[config.mk]
export PLATFORM = sky130hd
export DESIGN_NAME = bus_strobe_decoder
export DESIGN_NICKNAME = d
export VERILOG_FILES = /design/src/rtl/bsd_pkg.sv /design/src/rtl/addr_latch.sv /design/src/rtl/special_decode.sv /design/src/rtl/strobe_gen.sv /design/src/rtl/rom_flag.sv /design/src/rtl/bus_strobe_decoder.sv
export SDC_FILE = /design/constraint.sdc
export NUM_CORES = 1
export LEC_CHECK = 0
export BUFFER_PORTS_ARGS = -buffer_cell sky130_fd_sc_hd__buf_2
export CORE_MARGIN = 4
export CORE_UTILIZATION = 39
export CTS_CLUSTER_SIZE = 20
export DETAILED_ROUTE_END_ITERATION = 8
export GPL_ROUTABILITY_DRIVEN = 0
export PLACE_DENSITY = 0.84
export SLEW_MARGIN = 20
export SYNTH_ARGS = -nofsm -noshare
export SYNTH_HDL_FRONTEND = slang
export SYNTH_SLANG_ARGS = --single-unit
[constraint.sdc]
create_clock -name clk -period 1.8 [get_ports clk]
set_input_delay 0.09 -clock clk [delete_from_list [all_inputs] [get_ports clk]]
set_output_delay 0.09 -clock clk [all_outputs]
set_load 0.05 [all_outputs]
[src/rtl/bsd_pkg.sv]
package bsd_pkg;

    typedef enum logic [2:0] {
        CYC_IDLE,
        CYC_MEM_RD,
        CYC_MEM_WR,
        CYC_IO_RD,
        CYC_IO_WR
    } cyc_kind_e;

    function automatic cyc_kind_e classify(input logic ds_n, input logic mem, input logic rd);
        cyc_kind_e k;
        if (ds_n)          k = CYC_IDLE;
        else if (mem &&  rd) k = CYC_MEM_RD;
        else if (mem && !rd) k = CYC_MEM_WR;
        else if (rd)         k = CYC_IO_RD;
        else                 k = CYC_IO_WR;
        return k;
    endfunction

endpackage

[src/rtl/addr_latch.sv]
module addr_latch #(
    parameter int AW = 16
) (
    input  logic          clk,
    input  logic          rst_n,
    input  logic          capture,
    input  logic [AW-1:0] bus_in,
    output logic [AW-1:0] addr
);
    typedef struct packed {
        logic [AW-1:0] addr;
    } lat_t;

    lat_t st_d, st_q;

    always_comb begin
        st_d = st_q;
        if (capture) st_d.addr = bus_in;
    end

    always_ff @(posedge clk or negedge rst_n) begin
        if (!rst_n) st_q <= '0;
        else        st_q <= st_d;
    end

    assign addr = st_q.addr;


    latch_hold_chk: assert property (@(posedge clk) disable iff (!rst_n)
        !capture |=> addr == $past(addr));

    latch_take_chk: assert property (@(posedge clk) disable iff (!rst_n)
        capture |=> addr == $past(bus_in));
endmodule

[src/rtl/special_decode.sv]
module special_decode #(
    parameter int            AW        = 16,
    parameter logic [AW-1:0] INTA_ADDR = 16'h1000,
    parameter logic [AW-1:0] CFG_ADDR  = 16'h8410,
    parameter logic [AW-1:0] ON_ADDR   = 16'h4000,
    parameter logic [AW-1:0] OFF_ADDR  = 16'h4001
) (
    input  logic [AW-1:0] addr,
    output logic          hit_inta,
    output logic          hit_cfg,
    output logic          hit_on,
    output logic          hit_off,
    output logic          internal
);
    always_comb begin
        hit_inta = (addr == INTA_ADDR);
        hit_cfg  = (addr == CFG_ADDR);
        hit_on   = (addr == ON_ADDR);
        hit_off  = (addr == OFF_ADDR);
        internal = hit_cfg | hit_on | hit_off;
    end
endmodule

[src/rtl/strobe_gen.sv]
module strobe_gen
    import bsd_pkg::*;
#(
    parameter int AW   = 16,
    parameter int CFGW = 5
) (
    input  logic            ds_n,
    input  logic            is_mem,
    input  logic            rd_wr,
    input  logic            hit_inta,
    input  logic            hit_cfg,
    input  logic            hit_on,
    input  logic            hit_off,
    input  logic            internal,
    input  logic [CFGW-1:0] cfg_in,
    output logic            mem_rd_n,
    output logic            mem_wr_n,
    output logic            io_rd_n,
    output logic            io_wr_n,
    output logic            inta_n,
    output logic            cfg_n,
    output logic [AW-1:0]   bus_out,
    output logic            bus_oe,
    output logic            rom_set,
    output logic            rom_clr
);
    cyc_kind_e kind;
    logic      cfg_rd;

    always_comb begin
        kind     = classify(ds_n, is_mem, rd_wr);
        cfg_rd   = (kind == CYC_IO_RD) && hit_cfg;
        mem_rd_n = !(kind == CYC_MEM_RD);
        mem_wr_n = !(kind == CYC_MEM_WR);
        io_rd_n  = !((kind == CYC_IO_RD) && !internal);
        io_wr_n  = !((kind == CYC_IO_WR) && !internal);
        inta_n   = !((kind == CYC_IO_WR) && hit_inta);
        cfg_n    = !cfg_rd;
        bus_oe   = cfg_rd;
        rom_set  = (kind == CYC_IO_WR) && hit_on;
        rom_clr  = (kind == CYC_IO_WR) && hit_off;
    end

    for (genvar i = 0; i < AW; i++) begin : g_bus
        if (i < CFGW) begin : g_cfg
            assign bus_out[i] = cfg_rd & cfg_in[i];
        end else begin : g_zero
            assign bus_out[i] = 1'b0;
        end
    end
endmodule

[src/rtl/rom_flag.sv]
module rom_flag (
    input  logic clk,
    input  logic rst_n,
    input  logic set,
    input  logic clr,
    output logic flag
);
    typedef struct packed {
        logic on;
    } flag_t;

    flag_t st_d, st_q;

    always_comb begin
        st_d = st_q;
        if (set)      st_d.on = 1'b1;
        else if (clr) st_d.on = 1'b0;
    end

    always_ff @(posedge clk or negedge rst_n) begin
        if (!rst_n) st_q <= '{on: 1'b1};
        else        st_q <= st_d;
    end

    assign flag = st_q.on;


    rom_rise_chk: assert property (@(posedge clk) disable iff (!rst_n)
        $rose(flag) |-> $past(set));

    rom_fall_chk: assert property (@(posedge clk) disable iff (!rst_n)
        $fell(flag) |-> $past(clr));
endmodule

[src/rtl/bus_strobe_decoder.sv]
module bus_strobe_decoder #(
    parameter int              AW           = 16,
    parameter int              CFGW         = 5,
    parameter logic [AW-1:0]   INTA_ADDR    = 16'h1000,
    parameter logic [AW-1:0]   CFG_ADDR     = 16'h8410,
    parameter logic [AW-1:0]   ROM_ON_ADDR  = 16'h4000,
    parameter logic [AW-1:0]   ROM_OFF_ADDR = 16'h4001
) (
    input  logic            clk,
    input  logic            rst_n,
    input  logic            addr_stb,
    input  logic            data_stb_n,
    input  logic            is_mem,
    input  logic            rd_wr,
    input  logic [AW-1:0]   ib_in,
    input  logic [CFGW-1:0] cfg_in,
    input  logic            strb_en_n,
    input  logic            float_addr,
    input  logic            float_strb,
    output logic [AW-1:0]   ib_out,
    output logic            ib_oe,
    output logic [AW-1:0]   addr_out,
    output logic            addr_oe,
    output logic            mem_rd_n,
    output logic            mem_wr_n,
    output logic            io_rd_n,
    output logic            io_wr_n,
    output logic            strb_oe,
    output logic            int_ack_n,
    output logic            cfg_rd_n,
    output logic            rom_en
);
    logic hit_inta, hit_cfg, hit_on, hit_off, internal;
    logic rom_set, rom_clr;

    addr_latch #(.AW(AW)) u_latch (
        .clk     (clk),
        .rst_n   (rst_n),
        .capture (addr_stb),
        .bus_in  (ib_in),
        .addr    (addr_out)
    );

    special_decode #(
        .AW(AW), .INTA_ADDR(INTA_ADDR), .CFG_ADDR(CFG_ADDR),
        .ON_ADDR(ROM_ON_ADDR), .OFF_ADDR(ROM_OFF_ADDR)
    ) u_dec (
        .addr     (addr_out),
        .hit_inta (hit_inta),
        .hit_cfg  (hit_cfg),
        .hit_on   (hit_on),
        .hit_off  (hit_off),
        .internal (internal)
    );

    strobe_gen #(.AW(AW), .CFGW(CFGW)) u_stb (
        .ds_n     (data_stb_n),
        .is_mem   (is_mem),
        .rd_wr    (rd_wr),
        .hit_inta (hit_inta),
        .hit_cfg  (hit_cfg),
        .hit_on   (hit_on),
        .hit_off  (hit_off),
        .internal (internal),
        .cfg_in   (cfg_in),
        .mem_rd_n (mem_rd_n),
        .mem_wr_n (mem_wr_n),
        .io_rd_n  (io_rd_n),
        .io_wr_n  (io_wr_n),
        .inta_n   (int_ack_n),
        .cfg_n    (cfg_rd_n),
        .bus_out  (ib_out),
        .bus_oe   (ib_oe),
        .rom_set  (rom_set),
        .rom_clr  (rom_clr)
    );

    rom_flag u_rom (
        .clk   (clk),
        .rst_n (rst_n),
        .set   (rom_set),
        .clr   (rom_clr),
        .flag  (rom_en)
    );

    always_comb begin
        addr_oe = !(strb_en_n && float_addr);
        strb_oe = !(strb_en_n && float_strb);
    end


    one_strobe_chk: assert property (@(posedge clk) disable iff (!rst_n)
        $onehot0(~{mem_rd_n, mem_wr_n, io_rd_n, io_wr_n}));

    idle_quiet_chk: assert property (@(posedge clk) disable iff (!rst_n)
        data_stb_n |-> (mem_rd_n && mem_wr_n && io_rd_n && io_wr_n && int_ack_n && cfg_rd_n));

    cfg_bus_chk: assert property (@(posedge clk) disable iff (!rst_n)
        ib_oe |-> (!cfg_rd_n && io_rd_n && (ib_out >> CFGW) == '0));

    inta_pair_chk: assert property (@(posedge clk) disable iff (!rst_n)
        !int_ack_n |-> !io_wr_n);

    no_release_chk: assert property (@(posedge clk) disable iff (!rst_n)
        !strb_en_n |-> (addr_oe && strb_oe));
endmodule

After elaboration in Yosys (flattened, before gate mapping)
Index checks and enable logic that the tools add are counted.
{"block": "word_totals", "ff_bits": 17, "output_inout_bits": 42}
{"block": "op_classes", "mux": 6, "bitwise": 7, "eq_ne": 8, "n_reduce_logical": 21}
{"cell": "equality test 16 x 15 -> 1 bit, second input constant", "count": 2}
{"cell": "equality test 16 x 13 -> 1 bit, second input constant", "count": 1}
{"cell": "equality test 16 bit, second input constant", "count": 1}
{"cell": "two-way mux 3 bit", "count": 4}
{"cell": "logical AND 1 bit", "count": 10}
{"cell": "zero test 1 bit", "count": 10}
{"cell": "equality test 3 x 2 -> 1 bit, second input constant", "count": 2}
{"cell": "AND 1 bit", "count": 5}
{"cell": "equality test 3 x 1 -> 1 bit, second input constant", "count": 1}
{"cell": "equality test 3 bit, second input constant", "count": 1}
{"cell": "two-way mux 1 bit", "count": 2}
{"cell": "bitwise OR 1 bit", "count": 2}
{"cell": "nonzero test 2 bit", "count": 1}

Depth between registers and ports, before layout
Gate-level depths: netlist of the first run.
{"block": "depth", "depth_word": 9, "ltp_mapped": 7, "ltp_nobuf": 6}

By module
A second synthesis of the first run with hierarchy kept.
{"block": "unflattened", "hier_cells": 90, "hier_area_um2": 1047.3}
{"module": "addr_latch", "seq_area_each_um2": 400.4, "area_per_inst_um2": 649.4, "cells_per_inst": 34, "n_inst": 1}
{"module": "strobe_gen", "seq_area_each_um2": 0.0, "area_per_inst_um2": 244.0, "cells_per_inst": 33, "n_inst": 1}
{"module": "special_decode", "seq_area_each_um2": 0.0, "area_per_inst_um2": 108.9, "cells_per_inst": 18, "n_inst": 1}
{"module": "rom_flag", "seq_area_each_um2": 26.3, "area_per_inst_um2": 37.5, "cells_per_inst": 3, "n_inst": 1}
{"module": "bus_strobe_decoder", "seq_area_each_um2": 0.0, "area_per_inst_um2": 7.5, "cells_per_inst": 2, "n_inst": 1}

Worst setup path after synthesis of the first run
No wires, ideal clock.
{"block": "synth_timing", "path_type": "reg2out", "start": "reg u_latch.st_q (netlist bit u_latch.addr[1])", "end": "out ib_out[0]", "stages_incl_launch_ff": 6, "required_ps": 1710, "arrival_ps": 2131, "path_slack_ps": -421, "cell_sequence": "dfrtp_1 or3_4 nor4_2 and3_1 buf_4 and2_1"}
{"block": "synth_between", "elab_chain_len": 3}
{"item": "from (decl)", "line": "addr_latch.sv:14", "rtl": "lat_t st_d, st_q;"}
{"item": "from (signal assigned)", "line": "addr_latch.sv:23", "rtl": "else st_q <= st_d;"}
{"item": "equality test 16 bit", "line": "special_decode.sv:17", "rtl": "hit_cfg = (addr == CFG_ADDR);"}
{"item": "logical AND 1 bit", "line": "strobe_gen.sv:32", "rtl": "cfg_rd = (kind == CYC_IO_RD) && hit_cfg;"}
{"item": "named net ib_oe", "line": "bus_strobe_decoder.sv:21", "rtl": "output logic ib_oe,"}
{"item": "AND 1 bit", "line": "strobe_gen.sv:46", "rtl": "assign bus_out[i] = cfg_rd & cfg_in[i];"}
{"item": "to (decl)", "line": "bus_strobe_decoder.sv:20", "rtl": "output logic [AW-1:0] ib_out,"}
The timed path passes the listed nets, and every way through them passes these cells.

Final worst setup path of the first run
{"block": "layout_timing", "start": "reg u_latch.st_q (netlist bit u_latch.addr[9])", "end": "out ib_out[0]"}
{"block": "layout_between", "elab_chain_len": 3}
{"item": "equality test 16 bit", "line": "special_decode.sv:17"}
{"item": "logical AND 1 bit", "line": "strobe_gen.sv:32"}
{"item": "AND 1 bit", "line": "strobe_gen.sv:46"}
Every way passes these cells.

==> impl_metrics.csv, run 1 <==
group,metric,value,unit
outcome,status,"finished, violations left",
outcome,failed_checks,"setup timing",
cells_and_area,nFillCells,185,
pwr,peakVddDrop,0.000589,V
global_route,grt_pass1_vias,926,
global_route,grt-ovfl-total,0,
cells_and_area,n_antenna_cell,0,
synthesis,yosys.cell_types.count,25,
worst_setup_path,crit_buf_inv,1,
cells_and_area,most-common-layout-cells,"52 x buf_2, 14 x mux2_2, 14 x buf_4",
worst_setup_path,rrSetupSlack,0.25,ns
routing,dr.first_iter.drc_count,20,
global_route,gr-usage-all-layers,14.9,%
timing,fin_crit_sh,112,%
clock_tree,clk_path_buf_depth,2,
floorplanning,dieArea,0.00327,mm^2
clock_tree,cts_sinks,17,
worst_setup_path,cp.depth,5,
clock_tree,clkTransAtPathRegs,0.09,ns
clock_tree,cts_root_buf,"clkbuf_4",
hold_path,hold_depth,3,
synthesis,ys.flop_type,"dfrtp_1",
synthesis,synth_area_per_cell,10.6,um^2
worst_setup_path,cpPeakStageDelay,0.41,ns
placement,io_buffer_count,60,
routing,viasPerCell,4.60,
routing,wire_per_inst,12.5,um
cells_and_area,multi_input_area,487,um^2
floorplanning,pin_count,72,
synthesis,yosysTopAreaCell,"dfrtp_1",
hold_path,holdCritPathClass,"in -> reg",
floorplanning,core-area,0.00225,mm^2
worst_setup_path,crit_path_max_fanout,7,
routing,drc,0,
pwr,cellLeakagePower,0.753,nW
run,cap_violations,0,
worst_setup_path,setup.worst_path.start_class,"register",
floorplanning,die_w,57.2,um
worst_setup_path,critPathRequiredTime,1.71,ns
worst_setup_path,crit_chain,"or3_4 > nor4_4 > and3_4 > and2_4 > buf_8",
worst_setup_path,regToRegStartpoint,"u_latch.addr[5]",
timing,hold_viol,0,
cells_and_area,regArea,439,um^2
global_route,grt_pass1_wl,3890,um
global_route,grt_max_degree,19,
worst_setup_path,cp_slowest_cell,"dfrtp_2",
worst_setup_path,crit_end,"ib_out[0]",
timing,setup_viol,10,
synthesis,ys_seq_area_share,45.3,%
placement,place_hpwl,1990,um
worst_setup_path,reg2reg_depth,4,
routing,vias,884,
floorplanning,die_y,57.2,um
timing,clock_skew,0.00136,ns
routing,finalWirelength,2410,um
worst_setup_path,reg2reg_to,"u_rom.flag",
synthesis,synth_warnings,0,
synthesis,synth_cells,89,
synthesis,syn_area,942,um^2
synthesis,synth_edf_count,0,
global_route,antenna_found_initial,0,
clock_tree,worst_skew_pair.late_latency,0.28,ns
placement,pre_cts_slack,-0.108,ns
pwr,power_density,710,mW/mm^2
worst_setup_path,critPathCaptureType,"primary output",
floorplanning,initial_core_util,41.8,%
timing,timing.fmax,496,MHz
timing,finalWorstSetupSlack,-0.218,ns
routing,firstDrtPassIters,6,
worst_setup_path,critPathLaunch,"u_latch.addr[9]",
clock_tree,tritoncts,"built",
timing,grt_setup_unrepaired,"yes",
worst_setup_path,critical_path.top_delay_family,"simple AND/OR/NAND/NOR gates",
cells_and_area,drive_gt1_share,70.1,%
floorplanning,rows,17,
timing,maxSlewViolCount,0,
synthesis,synth_top_area_share,42.5,%
cells_and_area,mostFrequentLayoutCell,"buf_2",
clock_tree,numCtsBuffers,3,
pwr,p_total,0.00106,W
timing,min_period,2.02,ns
worst_setup_path,crit_type,"reg -> out",
routing,antenna_left,0,
synthesis,ys_seq_elements,17,
clock_tree,cts_max_level,1,
cells_and_area,synthToLayoutAreaGrowth,58.6,%
cells_and_area,final_nets,197,
synthesis,synthTopCellsByArea,"dfrtp_1 42%, mux2_2 17%, buf_4 9.6%, and2_1 3.3%, nand2_1 3.2%",
worst_setup_path,worstPathArrival,1.93,ns
synthesis,async_flop_share,100,%
-- layer usage --
layer / part of all wire [%] / vias to the layer above / GRT usage (%)
met3: 13 / 2 / 4.52
met2: 52 / 61 / 30.0
li1: - / 424 / -
met1: 34 / 397 / 13.4
met5: 0 / - / 0
met4: 0.75 / 0 / 5.96
-- area by class of cell --
class | instances | area share, %
multi-input combinational | 62 | 32.6
timing repair buffer | 75 | 32.4
sequential | 17 | 29.4
tap | 28 | 2.35
clock buffer | 4 | 1.76
inverter | 6 | 1.51
-- cells by family after synthesis --
kind of cell | count (synthesis) | share of synthesized area [%]
buffers and inverters | 20 | 12.9
adders and majority gates | 2 | 2.66
and+or+nand+nor | 31 | 19.4
muxes | 15 | 17.8
other | 1 | 0.398
AOI/OAI and AO/OA | 3 | 1.59
DFF | 17 | 45.3
-- per-stage QoR --
step	area [um^2]	hold slack (ns)	cells	TNS, ns	utilization, %
after floorplan	1010	-0.206	99	-0.535	-
after global placement	1340	0.0141	186	-0.316	59.4
after detailed placement	1340	0.0256	186	-0.533	59.4
after CTS	1480	0.00193	191	-1.95	65.5
after global routing	1490	0.0171	192	-2.63	66.3
final	1490	0.0129	192	-1.77	66.3
-- where the power goes --
group	leakage [nW]	internal (W)	switching [W]
registers	0.188	0.000421	0.0000240
clock network	0.0150	0.0000859	0.000106
logic	0.550	0.000134	0.000289
total	0.753	0.000641	0.000419
-- worst register-to-register path: stages, from the launching register on --
cell and delay, ns:
dfrtp_2 0.41, or4_4 0.54, nor4_1 0.24, nand2_1 0.10
mux2i_1 0.19
-- flip-flops by register name, indices dropped and copies added (netlist names) --
signal        flops
u_latch.addr     16
u_rom.flag        1
-- synthesized netlist by cell type, types with 2 or more instances --
cell / number
o21ai_0: 3
buf_4: 12
mux2_2: 14
dfrtp_1: 16
nor2_1: 2
or3_1: 2
nand3_1: 2
nand2_1: 8
inv_1: 6
and2_1: 5
nor4_1: 3
and3_1: 2
ha_1: 2
-- how the worst min path moves through the flow --
stage	startpoint	end	slack [ns]
finish	ib_in[14]	u_latch.addr[14]	0.01
global route	ib_in[14]	u_latch.addr[14]	0.02
CTS	ib_in[14]	u_latch.addr[14]	0.002
detailed placement	rst_n	u_latch.addr[13]	0.03
global placement	rst_n	u_latch.addr[13]	0.01
floorplan	rst_n	u_latch.addr[0]	-0.21
-- what timing repair did --
action | 4_1_cts | 5_1_grt
hold buffers | 1 | 0
gates cloned | 0 | 0
setup buffers | 0 | 1
endpoints found under the hold margin | 16 | 0
pin swaps | 2 | 2
resized for setup | 29 | 1
setup endpoints to repair | 10 | 10
Power figures use the tool's default switching activity.
==> inputs of run 2 (changes only) <==
--- a/config.mk
+++ b/config.mk
@@ -12,6 +12,8 @@
 export DETAILED_ROUTE_END_ITERATION = 8
 export GPL_ROUTABILITY_DRIVEN = 0
 export PLACE_DENSITY = 0.84
+export SETUP_SLACK_MARGIN = 0.05
+export SKIP_LAST_GASP = 1
 export SLEW_MARGIN = 20
 export SYNTH_ARGS = -nofsm -noshare
 export SYNTH_HDL_FRONTEND = slang
==> run 2 against run 1 <==
  * The run still ends with setup timing left
  * Sequential power hardly changed
  * Register-to-register slack lost 0.09 ns
  * Clock power barely moved
  * Clock-buffer cell count did not move
  * Critical endpoint unchanged
==> impl_metrics.csv, run 2 (same netlist as run 1, synthesis figures left out) <==
group,metric,value,unit
global_route,grt_max_degree,19,
placement,dpl.cell_count,187,
worst_setup_path,reg2reg_depth,5,
floorplanning,initial_core_util,41.8,%
cells_and_area,mostFrequentLayoutCell,"buf_2",
floorplanning,dieArea,0.00327,mm^2
clock_tree,tritoncts,"built",
global_route,gr-usage-all-layers,16.0,%
cells_and_area,drive_gt1_share,74.3,%
hold_path,hold_depth,3,
timing,hold_viol,0,
cells_and_area,n_antenna_cell,0,
timing,finalWorstSetupSlack,-0.187,ns
routing,finalWirelength,2430,um
timing,whs,0.0114,ns
routing,drc,0,
timing,clock_skew,0.000944,ns
pwr,power_density,686,mW/mm^2
cells_and_area,most-common-layout-cells,"51 x buf_2, 14 x mux2_2, 14 x buf_4",
routing,antenna_left,0,
clock_tree,clkTransAtPathRegs,0.09,ns
worst_setup_path,worstPathArrival,1.90,ns
global_route,antenna_found_initial,0,
timing,min_period,1.99,ns
routing,wire_per_inst,12.5,um
run,cap_violations,0,
floorplanning,rows,17,
worst_setup_path,rrSetupSlack,0.16,ns
worst_setup_path,reg2reg_to,"u_rom.flag",
worst_setup_path,critPathRequiredTime,1.71,ns
pwr,peakVddDrop,0.000584,V
floorplanning,core-area,0.00225,mm^2
pwr,p_total,0.00108,W
placement,io_buffer_count,60,
worst_setup_path,critPathLaunch,"u_latch.addr[2]",
floorplanning,pin_count,72,
global_route,grt-ovfl-total,0,
clock_tree,clk_path_buf_depth,2,
clock_tree,worst_skew_pair.late_latency,0.28,ns
routing,dr.first_iter.drc_count,13,
cells_and_area,final_nets,200,
clock_tree,numCtsBuffers,3,
timing,grt_setup_unrepaired,"yes",
pwr,cellLeakagePower,0.782,nW
routing,firstDrtPassIters,2,
global_route,grt_pass1_vias,970,
worst_setup_path,regToRegStartpoint,"u_latch.addr[6]",
timing,timing.fmax,503,MHz
global_route,grt_pass1_wl,4190,um
worst_setup_path,crit_path_max_fanout,7,
timing,setup_viol,10,
cells_and_area,largest_reg_flops,16,
routing,viasPerCell,4.61,
clock_tree,cts_max_level,1,
clock_tree,cts_root_buf,"clkbuf_4",
outcome,failed_checks,"setup timing",
hold_path,worstHoldStart,"ib_in[14]",
clock_tree,cts_sinks,17,
placement,place_hpwl,1940,um
floorplanning,die_y,57.2,um
cells_and_area,synthToLayoutAreaGrowth,66.7,%
routing,vias,899,
timing,fin_crit_sh,110,%
cells_and_area,fin_cells,195,
worst_setup_path,crit_end,"ib_out[0]",
hold_path,holdCritPathClass,"in -> reg",
outcome,status,"finished, violations left",
worst_setup_path,crit_type,"reg -> out",
worst_setup_path,critPathCaptureType,"primary output",
placement,pre_cts_slack,-0.123,ns
timing,maxSlewViolCount,0,
floorplanning,die_w,57.2,um
worst_setup_path,setup.worst_path.start_class,"register",
timing,final.setup.tns,-1.57,ns
## run 2: cell count changes in the layout (fill, tap and decap cells not counted), moves of 2 or more
cell	before	now
nor4_1	2	0
nor4_2	0	2
nand2_2	0	3
nand2_1	8	5
buf_8	5	8
## run 2: per-stage QoR
stage	utilization [%]	area (um^2)
3_5_place_dp	60.0	1350
3_3_place_gp	60.0	1350
4_1_cts	69.4	1560
5_1_grt	69.6	1570
2_1_floorplan	-	1020
6_report	69.6	1570
## run 2: area by class of cell
type / instances / area [um^2]
Multi-Input combinational cell: 62 / 512
Sequential cell: 17 / 439
Tap cell: 28 / 35.0
Fill cell: 173 / 684
Inverter: 6 / 22.5
Timing Repair Buffer: 78 / 536
Clock buffer: 4 / 26.3
## run 2: worst min path at each step
stage                       endpoint  slack, ns
floorplan            u_latch.addr[0]      -0.21
global placement     u_latch.addr[4]       0.01
detailed placement   u_latch.addr[4]       0.02
CTS                 u_latch.addr[14]     0.0002
global route        u_latch.addr[15]       0.01
finish              u_latch.addr[14]       0.01
## run 2: routing by layer
metal / track usage [%] / routed length [um] / up-vias
met1: 18.2 / 900 / 409
met5: 0 / 0 / -
met4: 4.97 / 0 / 0
met3: 3.17 / 299 / 0
li1: - / - / 431
met2: 29.9 / 1230 / 59
## run 2: repair_timing
item / in CTS / in global routing
setup buffers: 3 / 0
endpoints found under the setup margin: 10 / 11
hold buffers: 1 / 0
endpoints found under the hold margin: 17 / 0
pin swaps: 8 / 4
cloned: 0 / 0
resized for setup: 41 / 1
## run 2: where the power goes
part / switching [W] / leakage [nW] / internal, W
Clock: 0.000108 / 0.0150 / 0.0000859
Combinational: 0.000294 / 0.579 / 0.000144
Sequential: 0.0000249 / 0.188 / 0.000421
## run 2: critical path, stage by stage (launching register included)
cell,delay (ns)
dfrtp_2,0.41
or3_4,0.41
nor4_4,0.24
and3_4,0.26
and2_4,0.15
buf_8,0.14
==> inputs of run 3 (changes only) <==
--- a/config.mk
+++ b/config.mk
@@ -5,7 +5,7 @@
 export SDC_FILE = /design/constraint.sdc
 export NUM_CORES = 1
 export LEC_CHECK = 0
-export BUFFER_PORTS_ARGS = -buffer_cell sky130_fd_sc_hd__buf_2
+export BUFFER_PORTS_ARGS = -buffer_cell sky130_fd_sc_hd__buf_4
 export CORE_MARGIN = 4
 export CORE_UTILIZATION = 39
 export CTS_CLUSTER_SIZE = 20
@@ -14,7 +14,7 @@
 export PLACE_DENSITY = 0.84
 export SETUP_SLACK_MARGIN = 0.05
 export SKIP_LAST_GASP = 1
-export SLEW_MARGIN = 20
+export SLEW_MARGIN = 10
 export SYNTH_ARGS = -nofsm -noshare
 export SYNTH_HDL_FRONTEND = slang
 export SYNTH_SLANG_ARGS = --single-unit
==> run 3 against run 2 <==
  * The flow still finishes with violations (setup timing)
  * Wire length increased by 13%
  * Final area increased by 10%
  * Combinational power increased by 9.8%
  * Utilization increased by 7.1 points
  * First-iteration DRC count increased by 77%
  * Maximum frequency decreased by 1.9%
  * Critical endpoint unchanged
  * Total power increased by 5.0%
==> impl_metrics.csv, run 3 (same netlist as run 1, synthesis figures left out) <==
group,metric,value,unit
placement,place_hpwl,1970,um
pwr,power.switching,0.000448,W
floorplanning,initial_core_util,41.8,%
outcome,status,"finished, violations left",
clock_tree,worst_skew_pair.late_latency,0.30,ns
routing,vias,919,
placement,io_buffer_count,60,
global_route,grt-ovfl-total,0,
global_route,grt_pass1_wl,4060,um
cells_and_area,post-route-util,76.7,%
floorplanning,die_y,57.2,um
routing,drc,0,
clock_tree,cts_sinks,17,
floorplanning,die_w,57.2,um
pwr,seq_power_share,39.6,%
pwr,power_frac_clock,18.0,%
clock_tree,numCtsBuffers,3,
timing,hold_viol,0,
hold_path,holdCritPathClass,"in -> reg",
pwr,switching_share,39.6,%
cells_and_area,fin_cells,196,
routing,wire_per_inst,14.1,um
pwr,peakVddDrop,0.000563,V
routing,dr.first_iter.drc_count,23,
clock_tree,cts_root_buf,"clkbuf_4",
worst_setup_path,worstPathArrival,1.93,ns
placement,dpl.cell_count,183,
cells_and_area,most-common-layout-cells,"63 x buf_4, 14 x mux2_2, 11 x conb_1",
cells_and_area,n_antenna_cell,0,
routing,antenna_left,0,
floorplanning,pin_count,72,
pwr,combPwrFrac,42.5,%
routing,finalWirelength,2760,um
timing,min_period,2.02,ns
worst_setup_path,critPathCaptureType,"primary output",
run,cap_violations,0,
timing,setup_viol,10,
cells_and_area,synthToLayoutAreaGrowth,83.7,%
pwr,p_int,0.000684,W
pwr,cellLeakagePower,0.855,nW
worst_setup_path,setup.worst_path.start_class,"register",
timing,grt_setup_unrepaired,"yes",
worst_setup_path,critPathRequiredTime,1.71,ns
worst_setup_path,crit_type,"reg -> out",
floorplanning,dieArea,0.00327,mm^2
timing,maxSlewViolCount,0,
clock_tree,clkTransAtPathRegs,0.10,ns
routing,viasPerCell,4.69,
global_route,grt_max_degree,19,
routing,firstDrtPassIters,2,
clock_tree,cts_max_level,1,
timing,fin_crit_sh,112,%
timing,timing.fmax,494,MHz
clock_tree,clk_path_buf_depth,2,
worst_setup_path,crit_path_max_fanout,7,
timing,clock_skew,0.00818,ns
cells_and_area,final_nets,201,
outcome,failed_checks,"setup timing",
floorplanning,rows,17,
pwr,p_total,0.00113,W
global_route,grt_pass1_vias,928,
pwr,power_density,654,mW/mm^2
cells_and_area,mostFrequentLayoutCell,"buf_4",
placement,pre_cts_slack,-0.0652,ns
clock_tree,tritoncts,"built",
floorplanning,core-area,0.00225,mm^2
global_route,gr-usage-all-layers,15.9,%
cells_and_area,largest_reg_flops,16,
cells_and_area,drive_gt1_share,72.6,%
global_route,antenna_found_initial,0,
timing,whs,0.0208,ns
timing,finalWorstSetupSlack,-0.225,ns
run 3: cell count changes in the layout (fill, tap and decap cells not counted), moves of 2 or more:
cell / change
nor4_2: -2
buf_4: +49
dlygate4sd3_1: +4
buf_2: -51
run 3: routing by layer:
layer	vias up	wire (um)	global-route usage [%]
li1	437	-	-
met1	408	1030	15.4
met2	66	1300	29.4
met3	8	346	5.43
met4	0	78	8.61
met5	-	0	0
run 3: critical path, cell delays in order, from the launching register on:
cell     delay (ns)
dfrtp_2        0.41
or4_4          0.59
nor2_4         0.12
and3_4         0.23
and2_4         0.15
buf_8          0.13
run 3: final timing paths:
path	from	to	slack [ns]	depth (start not counted)
min in group asynchronous	rst_n	u_latch.addr[2]	0.18	2
hold / removal	ib_in[3]	u_latch.addr[3]	0.02	2
max in group asynchronous	rst_n	u_rom.flag	1.37	2
setup / recovery	u_latch.addr[6]	ib_out[0]	-0.22	5
hold reg to reg	u_rom.flag	u_rom.flag	0.51	2
setup reg to reg	u_latch.addr[6]	u_rom.flag	0.18	4
run 3: repair_timing:
item,4_1_cts,5_1_grt
endpoints found under the setup margin,10,11
endpoints found under the hold margin,19,2
hold buffers,3,2
gates resized for setup,22,13
pin swaps,2,9
setup buffers,1,3
run 3: power by group through the flow:
stage / combinational [W] / clock [W] / sequential (W)
floorplan: 0.000157 / 0 / 0.000581
global placement: 0.000430 / 0 / 0.000451
detailed placement: 0.000437 / 0 / 0.000453
CTS: 0.000452 / 0.000207 / 0.000447
global route: 0.000504 / 0.000227 / 0.000455
finish: 0.000481 / 0.000203 / 0.000448
run 3: area by class of cell:
type                            count  area, um^2
Multi-Input combinational cell     62         529
Sequential cell                    17         439
Inverter                            6        22.5
Clock inverter                      1        5.00
Timing Repair Buffer               79         677
Fill cell                         134         524
Tap cell                           28        35.0
Clock buffer                        3        22.5
run 3: stage by stage:
step,instance area (um^2),setup TNS (ns)
6_report,1730,-1.76
3_3_place_gp,1470,-0.147
5_1_grt,1730,-2.47
4_1_cts,1620,-2.15
2_1_floorplan,1020,-0.535
3_5_place_dp,1470,-0.310
